`src/rtl/msg_xbar.sv`:
```
module msg_xbar #(
  parameter int NP = 4,
  parameter int DW = 32,
  parameter logic [3:0] BCAST_CMD = 4'd2
) (
  input  logic                   clk,
  input  logic                   rst,
  input  logic [NP-1:0][DW-1:0]  in_data,
  input  logic [NP-1:0]          in_ctrl,
  input  logic [NP-1:0]          in_valid,
  output logic [NP-1:0]          in_read,
  output logic [NP-1:0][DW-1:0]  out_data,
  output logic [NP-1:0]          out_ctrl,
  output logic [NP-1:0]          out_write,
  input  logic [NP-1:0]          out_full
);
  localparam int PW = $clog2(NP);
  localparam logic [NP-1:0] ONE = 1;

  logic [NP-1:0]         act, tbc, locked, busy, is_hdr, is_tail, ok, wants_bc, pool;
  logic [NP-1:0][NP-1:0] tmask, mask, own;
  logic [PW-1:0]         ptr, gnt;
  logic                  gnt_v;

  assign busy = out_full | out_write;

  always_comb begin
    locked = '0;
    for (int i = 0; i < NP; i++)
      if (act[i]) locked = locked | tmask[i];
  end

  for (genvar i = 0; i < NP; i++) begin : g_port
    logic bc_i;
    assign is_hdr[i]  = in_ctrl[i] & in_data[i][0];
    assign is_tail[i] = in_ctrl[i] & ~in_data[i][0];
    assign bc_i       = in_data[i][12:9] == BCAST_CMD;
    always_comb begin
      if (act[i])       mask[i] = tmask[i];
      else if (!is_hdr[i]) mask[i] = '0;
      else if (bc_i)    mask[i] = ~(ONE << i);
      else              mask[i] = ONE << in_data[i][PW:1];
    end
    assign ok[i] = in_valid[i] & ~|(mask[i] & busy) & (act[i] | ~|(mask[i] & locked));
    assign wants_bc[i] = act[i] ? tbc[i] : (is_hdr[i] & bc_i);
    for (genvar o = 0; o < NP; o++) begin : g_own
      assign own[o][i] = act[i] & tmask[i][o];
    end
  end

  assign pool = |(ok & wants_bc) ? (ok & wants_bc) : ok;

  always_comb begin
    logic [PW-1:0] idx;
    gnt_v = 1'b0;
    gnt   = ptr;
    for (int k = 0; k < NP; k++) begin
      idx = ptr + PW'(k);
      if (!gnt_v && pool[idx]) begin
        gnt_v = 1'b1;
        gnt   = idx;
      end
    end
  end

  assign in_read = (gnt_v && !rst) ? (ONE << gnt) : '0;

  always_ff @(posedge clk) begin
    if (rst) begin
      act       <= '0;
      tbc       <= '0;
      tmask     <= '0;
      ptr       <= '0;
      out_write <= '0;
      out_data  <= '0;
      out_ctrl  <= '0;
    end else begin
      out_write <= '0;
      if (gnt_v) begin
        ptr       <= PW'(gnt + 1'b1);
        out_write <= mask[gnt];
        for (int o = 0; o < NP; o++)
          if (mask[gnt][o]) begin
            out_data[o] <= in_data[gnt];
            out_ctrl[o] <= in_ctrl[gnt];
          end
        if (act[gnt]) begin
          if (is_tail[gnt]) act[gnt] <= 1'b0;
        end else if (is_hdr[gnt]) begin
          act[gnt]   <= 1'b1;
          tmask[gnt] <= mask[gnt];
          tbc[gnt]   <= wants_bc[gnt];
        end
      end
    end
  end

  // one read per cycle
  a_r4_single_read: assert property (@(posedge clk) disable iff (rst) $onehot0(in_read));
  // every write follows a read one cycle earlier
  a_r8_write_after_read: assert property (@(posedge clk) disable iff (rst)
    |out_write |-> $past(|in_read));
  // nothing moves during reset
  a_r11_quiet_reset: assert property (@(posedge clk) rst |-> in_read == '0);
  a_r11_no_write_after_reset: assert property (@(posedge clk) rst |=> out_write == '0);

  for (genvar o = 0; o < NP; o++) begin : g_chk
    // a write needs room when its word was read
    a_r9_room: assert property (@(posedge clk) disable iff (rst)
      out_write[o] |-> ($past(out_full[o]) == 1'b0 && $past(out_write[o]) == 1'b0));
    // one owner per output
    a_r7_single_owner: assert property (@(posedge clk) disable iff (rst) $onehot0(own[o]));
    // a requesting input with data is read only when it has data
    a_r5_read_needs_data: assert property (@(posedge clk) disable iff (rst)
      in_read[o] |-> in_valid[o]);
  end
endmodule

```
`config.mk`:
```
export PLATFORM = sky130hd
export DESIGN_NAME = msg_xbar
export DESIGN_NICKNAME = d
export VERILOG_FILES = /design/src/rtl/msg_xbar.sv
export SDC_FILE = /design/constraint.sdc
export NUM_CORES = 1
export LEC_CHECK = 0
export BUFFER_PORTS_ARGS = -buffer_cell sky130_fd_sc_hd__buf_2
export CAP_MARGIN = 15
export CORE_MARGIN = 10
export CORE_UTILIZATION = 25
export DETAILED_ROUTE_END_ITERATION = 16
export PLACE_DENSITY = 0.45
export SYNTH_ARGS = -nofsm -noshare
export SYNTH_HDL_FRONTEND = slang
export SYNTH_SLANG_ARGS = --single-unit
```
`constraint.sdc`:
```
create_clock -name clk -period 7.1 [get_ports clk]
set_input_delay 0.355 -clock clk [delete_from_list [all_inputs] [get_ports clk]]
set_output_delay 0.355 -clock clk [all_outputs]
set_load 0.01 [all_outputs]
```
# [Word level (Yosys, flattened, before mapping)]
# Index checks and enable logic that the tools add are counted.
[classes] bitwise=46 reduce_logical=34 n_addsub=4 mul=0 n_eq_ne=5 mux=60 n_lt_le_gt_ge=6 shifts=5 div=0
[op_table] cell="$mux W4" count=23
[op_table] cell="$bmux W32 S2" count=1
[op_table] cell="$and A4 B4 Y4" count=10
[op_table] cell="$reduce_or A4 Y1" count=9
[op_table] cell="$mux W32" count=1
[op_table] cell="$and A1 B1 Y1" count=20
[op_table] cell="$or A4 B4 Y4" count=5
[op_table] cell="$shl A1 B2 Y4 const A" count=5
[op_table] cell="$bmux W1 S2" count=9
[op_table] cell="$mux W1" count=18
[op_table] cell="$bwmux W16" count=1
[op_table] cell="$eq A4 B2 Y1 const B" count=4
[op_table] cell="$lt A2 B3 Y1 const B" count=5
[op_table] cell="$logic_not A1 Y1" count=12
[op_table] cell="$bmux W4 S2" count=1
[op_table] cell="$demux W4 S2" count=1
[op_table] cell="$reduce_and A2 Y1" count=4
[op_table] cell="$mux W2" count=3
[op_table] cell="$not A1 Y1" count=6
[op_table] cell="$reduce_and A3 Y1" count=2
[op_table] cell="$logic_and A1 B1 Y1" count=5
[op_table] cell="$add A2 B1 Y2 const B" count=2
[op_table] cell="$add A2 B2 Y2 const B" count=2
[op_table] cell="$bwmux W4" count=1
[op_table] cell="7 further kinds" count=10
[word_totals] mem_bits_rw=0 n_memories=0 latch_bits=0 rom_bits=0 elab_cells=176 regBits=162

# [Logic depth before layout (Yosys ltp)]
[depth] ltp_word=35 ltp_mapped=18 depth_no_buf=16

# [Least setup slack after synthesis]
# OpenSTA, ideal clock, no wires.
[synth_timing] path_type="input-to-output" startpoint="input port in_data[73] in the netlist's numbering" endpoint="output port in_read[1]" t_required_ns=6.745 n_path_buf=2 cell_stages=14 path_slack_ns=3.120 arrival_time_ns=3.625 path_cell_list="or4b_4 > a221oi_2 > a21oi_1 > and3_1 > and3_4 > o41ai_2 > a2bb2oi_2 > a2bb2oi_4 > nand2_4 > buf_2 > inv_1 > ha_1 > clkbuf_1 > and2_1"
[synth_via] elab_chain_len=26 word_cells_on_any_way=42 classes_between="eq/ne (1); shift (1); mux (21); bitwise (7); reduce/logical (12)"
[synth_lines] element="start: declaration" line_no="8" source="input logic [NP-1:0][DW-1:0] in_data,"
[synth_lines] element="$eq A4 B2 Y1 (*)" line_no="37" source="assign bc_i = in_data[i][12:9] == BCAST_CMD;"
[synth_lines] element="$mux W4" line_no="41" source="else if (bc_i) mask[i] = ~(ONE << i);"
[synth_lines] element="$mux W4" line_no="40" source="else if (!is_hdr[i]) mask[i] = '0;"
[synth_lines] element="$mux W4" line_no="39" source="if (act[i]) mask[i] = tmask[i];"
[synth_lines] element="$and A4 B4 Y4" line_no="44" source="assign ok[i] = in_valid[i] & ~|(mask[i] & busy) & (act[i] | ~|(mask[i] & locked));"
[synth_lines] element="$reduce_or A4 Y1" line_no="44"
[synth_lines] element="$logic_not A1 Y1" line_no="44"
[synth_lines] element="$and A1 B1 Y1 / $or A1 B1 Y1 (equally long branches)" line_no="44"
[synth_lines] element="[10 not listed]"
[synth_lines] element="$logic_not A1 Y1" line_no="59" source="if (!gnt_v && pool[idx]) begin"
[synth_lines] element="$logic_and A1 B1 Y1" line_no="59"
[synth_lines] element="$mux W1" line_no="59"
[synth_lines] element="$logic_not A1 Y1" line_no="59"
[synth_lines] element="$logic_and A1 B1 Y1" line_no="59"
[synth_lines] element="$mux W2 / $mux W1 (equally long branches)" line_no="59"
[synth_lines] element="$shl A1 B2 Y4 / $logic_and A1 B1 Y1 (equally long branches)" line_no="66" source="assign in_read = (gnt_v && !rst) ? (ONE << gnt) : '0;"
[synth_lines] element="$mux W4 (*)" line_no="66"
[synth_lines] element="end: declaration" line_no="11" source="output logic [NP-1:0] in_read,"
# Every way passes the cells marked *; elsewhere a longest branch is shown, timed or not. The select of a mux whose other input is x is not followed.

==> flow_metrics.py <==
metrics = {
    "final_layout": {
        "fillCellCount": 4189,
        "nNetsFinal": 1407,
        "layout_commonest_cell": "buf_2",
        "areaGrowthSynthToFinish_pct": 24.32,
        "antenna_cells": 0,
        "layout.cells.most_common_list": "buf_2 (281), dfxtp_1 (162), inv_1 (141)",
        "drive_gt1_frac": 0.4851,
    },
    "timing": {
        "grt_setup_unrepaired": "false",
        "max_slew_margin": 0.3374,
        "period_share": 0.8032,
        "slew_violations": 0,
        "hold_slack_ns": 0.3624,
        "fmax_mhz": 175.4,
        "finalSetupViolCount": 0,
        "fin_setup_tns_ns": 0,
        "finalClockSkew_ns": 0.01032,
        "finalHoldViolations": 0,
        "tightest_slew_ns": 0.9914,
        "layout_min_cycle_time_ns": 5.702,
    },
    "critical_path": {
        "cp_num_buf_inv": 3,
        "cp.depth": 13,
        "cp_data_required_time_ns": 6.74,
        "critPathMaxStageDelay_ns": 0.78,
        "slowest_stage": "o211ai_4",
        "start_kind": "register",
        "crit_type": "register to output port",
        "worst_ep_arrival_time_ns": 5.35,
        "path_delay_family": "compound AO/OA/AOI/OAI gates",
        "cp-end-kind": "output port",
        "critPathMaxFanout": 25,
        "reg2reg_depth": 13,
        "path_cells": "a222oi_1 -> nand2_1 -> o21ai_0 -> a31oi_1 -> or3_1 -> o31ai_4 -> a22oi_1 -> o211ai_4 -> buf_4 -> inv_1 -> ha_1 -> and2_1 -> buf_2",
    },
    "logic_synthesis": {
        "synthFlopType": "dfxtp_1",
        "yosys.cell_types.count": 79,
        "async_reset_ff_frac": 0,
        "yosysSeqAreaShare": 0.3303,
        "syn_avg_cell_area_um2": 9.799,
        "syn_area_um2": 9818,
        "syn_inst": 1002,
        "ys_warn_count": 0,
        "synth_nets": 1148,
        "synth_edf_count": 0,
        "ys_seq_elements": 162,
    },
    "power_and_ir_drop": {
        "swShare": 0.3843,
        "switching_power_mw": 1.500,
        "power_density_nw_per_um2": 319.9,
        "comb_power_share": 0.453,
        "p_seq_frac": 0.293,
        "p_leak_nw": 5.157,
        "intPower_mw": 2.404,
        "pwr-share-clk": 0.254,
        "ir_drop_mv": 0.1672,
    },
    "drt": {
        "drt-wirelength-per-cell_um": 19.61,
        "routed_via_density": 4.505,
        "drt_iter0_markers": 524,
        "drt_pass1_iterations": 6,
        "antenna_left": 0,
        "vias": 8073,
        "drc": 0,
        "wirelength_mm": 35.15,
    },
    "placement": {
        "portBuffers": 281,
        "dpl.hpwl_mm": 26.88,
        "place_congestion": 0.9016,
    },
    "die": {
        "die-area_um2": 47600,
        "dieHeight_um": 218.2,
        "rows": 72,
        "start_util": 0.2535,
        "fp.coreArea_um2": 38740,
        "io_pins": 282,
        "die_x_um": 218.2,
    },
    "clocking": {
        "numCtsBuffers": 17,
        "clock_sinks": 162,
        "clock-root-buffer": "clkbuf_16",
        "htreeDepth": 4,
        "cts_hold_buf": 0,
        "clk_pin_slew_ns": 0.07,
        "cts_tree": "yes",
        "cts_resized": 0,
        "postCtsSetupBuffers": 0,
        "worstSkewPairLatency_ns": 0.44,
        "cts.path.max_buffers": 2,
    },
    "global_routing": {
        "grt_remaining_overflow": 0,
        "antenna_found_initial": 0,
        "grt_first_pass_wirelength_mm": 52.70,
        "met1_usage": 0.1828,
        "grt_max_degree": 65,
        "grt.busiest_layer": "met2",
        "grt.met2_usage": 0.2380,
        "grt_pass1_vias": 8264,
        "use_met3": 0.03702,
        "track_usage": 0.1453,
    },
    "worst_hold_path": {
        "hold_path_class": "primary input to register",
        "min_path_cells": 2,
    },
    "run": {
        "max_cap_viol_count": 0,
    },
    "status": {
        "status": "complete, no violations",
    },
}
## registers in the layout, indices dropped and copies added (netlist names), named ones only
name,flops
out_data,128
tmask,16
out_ctrl,4
out_write,4
tbc,4
ptr,2
## cells in the mapped netlist, drive strengths merged, types with 13 or more instances
master,number,area share
buf,31,0.035
mux2,171,0.23
clkbuf,24,0.0092
a21oi,34,0.017
mux2i,76,0.077
nand2,42,0.017
dfxtp,162,0.33
inv,141,0.054
nor2,146,0.079
a22oi,13,0.010
## final cells by class
class	instances	area, µm²	area share
Inverter	141	529.3	0.04336
Sequential cell	162	3243	0.2657
Multi-Input combinational cell	644	5620	0.4605
Clock buffer	21	470.5	0.03854
Clock inverter	11	141.4	0.01158
Timing Repair Buffer	295	1553	0.1272
Tap cell	518	648.1	0.05310
## metrics by stage
step	util	instance area (µm²)	instances	setup slack (ns)	total power, mW
global placement	0.2992	11590	1759	1.443	2.960
detailed placement	0.2992	11590	1759	1.457	2.971
finish	0.3151	12210	1792	1.398	3.905
global route	0.3151	12210	1792	1.037	4.156
floorplan	-	9818	1002	3.120	2.511
CTS	0.3150	12200	1791	1.336	3.984
## worst register-to-register path: cells and delay by family (launching register included)
family          cells  cell delay [ns]
compound gates      9             3.38
simple gates        2             0.63
mux                 1             0.37
buf+inv             1             0.51
flops               1             0.50
## cells by family after synthesis
| family | synth area share |
|---|---|
| AO/OA/AOI/OAI | 0.1123 |
| multiplexers | 0.3057 |
| flip-flops | 0.3303 |
| buffers and inverters | 0.09813 |
| adder cells (fa/ha/maj) | 0.005098 |
| AND/OR/NAND/NOR | 0.1485 |
## worst paths after layout
path / slack (ns) / from / end
hold reg to reg: 0.49 / tmask[7]$_SDFFE_PP0P_ / tmask[7]$_SDFFE_PP0P_
setup / recovery: 1.40 / register / in_read[1]
setup reg to reg: 1.64 / register / tbc[3]$_SDFFE_PP0P_
hold / removal: 0.36 / rst / out_data[19]$_SDFFE_PP0P_
## layer usage
metal | up-vias | share of wire
met5 | - | 0
met3 | 38 | 0.066
met2 | 288 | 0.47
met1 | 3818 | 0.45
met4 | 0 | 0.018
li1 | 3929 | -
## power groups by stage
stage                     Clock (mW)  Combinational, mW  Sequential [mW]
final                          0.992               1.77             1.14
after global routing            1.06               1.93             1.16
after CTS                       1.03               1.81             1.15
after detailed placement           0               1.81             1.16
after global placement             0               1.80             1.16
after floorplan                    0               1.33             1.18
(Power assumes the default switching activity.)
